### config.mk
export PLATFORM = sky130hd
export DESIGN_NAME = bidir_shift_reg
export DESIGN_NICKNAME = d
export VERILOG_FILES = /design/src/rtl/bsr_pkg.sv /design/src/rtl/bsr_decode.sv /design/src/rtl/bsr_stage.sv /design/src/rtl/bidir_shift_reg.sv
export SDC_FILE = /design/constraint.sdc
export NUM_CORES = 1
export LEC_CHECK = 0
export ABC_AREA = 1
export ABC_CLOCK_PERIOD_IN_PS = 2900
export BUFFER_PORTS_ARGS = -buffer_cell sky130_fd_sc_hd__buf_4
export CELL_PAD_IN_SITES_DETAIL_PLACEMENT = 1
export CELL_PAD_IN_SITES_GLOBAL_PLACEMENT = 2
export CORE_ASPECT_RATIO = 1.25
export CORE_MARGIN = 2
export CORE_UTILIZATION = 26
export CTS_CLUSTER_SIZE = 8
export DETAILED_ROUTE_END_ITERATION = 16
export PLACE_DENSITY = 0.8
export REMOVE_ABC_BUFFERS = 1
export SYNTH_ARGS = -nofsm -noshare
export SYNTH_HDL_FRONTEND = slang
export SYNTH_HIERARCHICAL = 1
export SYNTH_SLANG_ARGS = --single-unit
### constraint.sdc
create_clock -name clk -period 2.9 [get_ports clk]
set_clock_uncertainty 0.05 [all_clocks]
set_input_delay 0.29 -clock clk [delete_from_list [all_inputs] [get_ports clk]]
set_output_delay 0.29 -clock clk [all_outputs]
set_load 0.1 [all_outputs]
### src/rtl/bsr_pkg.sv
package bsr_pkg;

  // Operation encoding; the numeric values are the external select codes.
  typedef enum logic [1:0] {
    OP_HOLD  = 2'b00,
    OP_SHL   = 2'b01,
    OP_SHR   = 2'b10,
    OP_LOAD  = 2'b11
  } bsr_op_e;

endpackage

### src/rtl/bsr_decode.sv
module bsr_decode
  import bsr_pkg::*;
(
  input  logic [1:0] sel,
  output bsr_op_e    op
);

  always_comb begin
    unique case (sel)
      2'b00:   op = OP_HOLD;
      2'b01:   op = OP_SHL;
      2'b10:   op = OP_SHR;
      default: op = OP_LOAD;
    endcase
  end

endmodule

### src/rtl/bsr_stage.sv
module bsr_stage
  import bsr_pkg::*;
(
  input  logic    clk,
  input  logic    rst,
  input  bsr_op_e op,
  input  logic    from_hi,   // source on a left shift
  input  logic    from_lo,   // source on a right shift
  input  logic    par_in,    // source on a load
  output logic    q
);

  logic d_next;

  // Four-way selector in front of the flop.
  always_comb begin
    unique case (op)
      OP_HOLD: d_next = q;
      OP_SHL:  d_next = from_hi;
      OP_SHR:  d_next = from_lo;
      default: d_next = par_in;
    endcase
  end

  always_ff @(posedge clk) begin
    if (rst) q <= 1'b0;
    else     q <= d_next;
  end

endmodule

### src/rtl/bidir_shift_reg.sv
module bidir_shift_reg
  import bsr_pkg::*;
#(
  parameter int WIDTH = 4
) (
  input  logic             clk,
  input  logic             rst,
  input  logic [1:0]       sel,
  input  logic [WIDTH-1:0] din,
  input  logic             sin_l,
  input  logic             sin_r,
  output logic [WIDTH-1:0] q,
  output logic             sout_r,
  output logic             sout_l
);

  localparam int EXT_W = WIDTH + 2;

  bsr_op_e          op;
  logic [EXT_W-1:0] ext;   // {sin_l, q, sin_r}: neighbours of every stage

  bsr_decode u_dec (
    .sel (sel),
    .op  (op)
  );

  assign ext = {sin_l, q, sin_r};

  for (genvar i = 0; i < WIDTH; i++) begin : g_stage
    bsr_stage u_stage (
      .clk     (clk),
      .rst     (rst),
      .op      (op),
      .from_hi (ext[i+2]),
      .from_lo (ext[i]),
      .par_in  (din[i]),
      .q       (q[i])
    );
  end

  assign sout_r = q[WIDTH-1];
  assign sout_l = q[0];

endmodule

Yosys cells after proc, flatten, opt, wreduce, memory -nomap -nowiden
Index checks and enable logic that the tools add are counted.
{ "totals": {"input_bits": 10, "regBits": 4, "output_inout_bits": 6, "elab_cells": 15} }
{ "op_classes": {"reduce_logical": 2, "mux": 5, "eq_ne": 4} }
{ "ops": {"columns": ["op", "n"], "rows": [
  ["$pmux 1 s3", 4],
  ["$pmux 2 s3", 1],
  ["$eq 2x1->1 const B", 2],
  ["$eq 2x2->1 const B", 2],
  ["$logic_not 2->1", 2]
]} }

Longest topological paths before layout
{ "depth": {"depth_word": 4, "mapped_depth": 7, "mapped_depth_nobuf": 6} }

Hierarchy
The synthesis kept the hierarchy.
{ "by_module_without_submodules": {"columns": ["mod", "seq_area_each_um2", "area_per_inst_um2", "cells_each", "n_inst"], "rows": [
  ["bsr_stage", 20.0, 103.8, 14, 4],
  ["bidir_shift_reg", 0.0, 15.0, 2, 1],
  ["bsr_decode", 0.0, 7.5, 2, 1]
]} }

Worst setup path before layout
No wires, ideal clock.
{ "synth_timing": {"path_kind": "register to output", "start": "register g_stage[0].u_stage.q", "end": "output q[0]", "slack_ns": 1.169, "t_required_ns": 2.560, "path_buffers": 1, "stages_incl_launch_ff": 2, "arrival_time_ns": 1.391, "cell_sequence": "dfxtp_1 -> buf_4"} }
{ "synth_rtl": {"columns": ["item", "line", "text"], "rows": [
  ["start: declaration", "bsr_stage.sv:10", "output logic q"],
  ["start signal: assignment", "bsr_stage.sv:27", "else q <= d_next;"],
  ["end: declaration", "bidir_shift_reg.sv:12", "output logic [WIDTH-1:0] q,"]
]} }
No word-level cell between the ends.

Final worst setup path
{ "layout_timing": {"start": "register g_stage[2].u_stage.q", "end": "output q[2]"} }
{ "layout_rtl": {"columns": ["item", "line"], "rows": [
  ["start: declaration", "bsr_stage.sv:10"],
  ["start signal: assignment", "bsr_stage.sv:27"]
]} }
No word-level cell between the ends.

==> results.toml <==
[finish]
stdcell_count = 92
drive_gt1_share_pct = 24.3
top_regs = "g_stage.u_stage/q (4)"
syn2layout_area_growth_pct = 30.9
regMostFlops = "g_stage.u_stage/q"
largest_reg_flops = 4
postLayoutCellArea_um2 = 573
fin_nets = 98
num_antenna_cells = 0
utilization_pct = 36.2
fillers = 200

[clock_network]
path_clk_slew_ns = 0.04
clockBufferDepth = 2
cts.htree.levels = 1
cts-root-buf = "clkbuf_4"
cts-resized-gates = 0
cts_tree = "done"
numCtsBuffers = 3
cts_hold_buffers = 0
cts.sinks = 4
clk_latency_ns = 0.23
postCtsSetupRepairBufs = 0

[sta]
tightest_slew_ns = 0.278
finalMaxSlewViolations = 0
slew_headroom_pct = 81.6
period_minus_slack_ns = 1.27
fin_crit_sh_pct = 43.9
clock.fmax_ghz = 0.785
setup_viol = 0
rsz0062_at_grt = "false"
whs_ns = 0.303
setup_tns_ns = 0
finalHoldViolations = 0

[power_and_ir_drop]
p_leak_nw = 0.326
p_per_area_nw_per_um2 = 439
irDropWorstVdd_v = 0.000147

[synthesis]
ys_ff_latch = 4
synth_top_area_cell = "ha_1"
yosys_warnings = 6
synthDistinctLibCells = 10
synth_area_leaders = "ha_1 34%, dfxtp_1 18%, inv_1 10%"
avgSynthCellArea_um2 = 7.30
synth_top_area_share_pct = 34.3
syn_area_um2 = 438
synth_cells = 60
seq_area_frac_synth_pct = 18.3

[die]
die_h_um = 49.9
row_count = 16
initial_core_util_pct = 27.7
die_x_um = 40.7
core_area_um2 = 1580
dieArea_um2 = 2030
ioPinCount = 16

[run]
cap_violations = 0

[hold_path]
hp-class = "input port to flip-flop"
hp-start = "rst"

[worst_setup_path]
critPathLaunchType = "flip-flop"
crit_arrival_ns = 0.93
cp_top_family = "flip-flops"
cp_max_fo = 4
crit_type = "flip-flop to output pin"
cp_slowest_cell = "dfxtp_1"
r2r_start = "g_stage[2].u_stage/q"
worst-path-buf-inv = 1
crit_chain = "buf_4"
slowest_delay_ns = 0.38
crit_path_end_kind = "output pin"
cp.required_ns = 2.56
cp-startpoint = "g_stage[2].u_stage/q"

[global_routing]
overflow = 0
grt.total_usage_pct = 10.5
grt_pass1_wl_mm = 1.41
grt_max_degree = 9
grt_pass1_vias = 355
antenna_found_initial = 0

[status]
status = "complete, no violations"

[placement]
dp.cells = 89
hpwl_um = 751
dpl-instance-area_um2 = 551
routabilityCongestion = 0.665
portBuffers = 15

[drt]
ant_nets = 0
first_pass_iters = 4
drc = 0
dr.first_iter.drc_count = 1
vias = 400
avgViaCountPerCell = 4.35
post_drt_wl_per_cell_um = 9.30
postRouteWirelength_um = 856
[worst paths after layout]
| kind | to | slack [ns] | cells past startpoint |
|---|---|---|---|
| worst max register to register | g_stage[1].u_stage/q | 2.07 | 4 |
| worst min register to register | g_stage[3].u_stage/q | 0.51 | 2 |
| worst max-delay path | q[2] | 1.63 | 1 |
| worst min-delay path | g_stage[2].u_stage/q | 0.30 | 3 |
[metrics by stage]
stage	setup WS, ns	power, mW
finish	1.63	0.251
global route	1.58	0.272
CTS	1.60	0.258
detailed placement	1.60	0.185
global placement	1.62	0.184
floorplan	0.802	0.153
[power breakdown]
part,switching [mW],leakage (nW),total (mW),internal (mW)
logic,0.0831,0.279,0.116,0.0326
registers,0.00584,0.0333,0.0667,0.0608
clock network,0.0228,0.0138,0.0691,0.0463
total,0.112,0.326,0.251,0.140
[cell usage in the layout, fill, tap and decap left out]
cell type  instances
dfxtp_1            4
a21oi_1            4
ha_1              12
or2_1              4
o21bai_1           4
nand3_1            4
buf_4             15
inv_1             12
clkbuf_4           3
nand2_1           12
[cell type report]
cell class / instances / area, um2 / area share (%)
multi-input cells: 40 / 290 / 50.7
repair buffers: 15 / 113 / 19.7
flip-flops and latches: 4 / 80.1 / 14.0
inverters: 12 / 45.0 / 7.86
clock buffers: 3 / 22.5 / 3.93
well taps: 18 / 22.5 / 3.93
[cell usage after synthesis]
master	count
inv_1	12
nand2_1	12
dfxtp_1	4
buf_4	2
o21bai_1	4
a21oi_1	4
clkbuf_1	2
nand3_1	4
or2_1	4
ha_1	12
[tightest hold or removal path, cell delays in order]
cell,delay [ns]
buf_4,0.10
o21bai_1,0.10
a21oi_1,0.04
[kinds of logic after synthesis]
kind of cell | count (synthesis) | share of synthesized area (%)
fa+ha+maj | 12 | 34.3
simple gates | 20 | 20.6
compound gates | 8 | 11.4
flops | 4 | 18.3
buf+inv | 16 | 15.4
[layer usage]
layer	up-vias	track usage (%)	routed length [um]
li1	208	-	-
met1	177	13.9	371
met2	13	14.3	423
met3	2	1.35	46
met4	0	8.33	14
met5	-	0	0
Note: power is estimated with default switching activity, not from simulation.
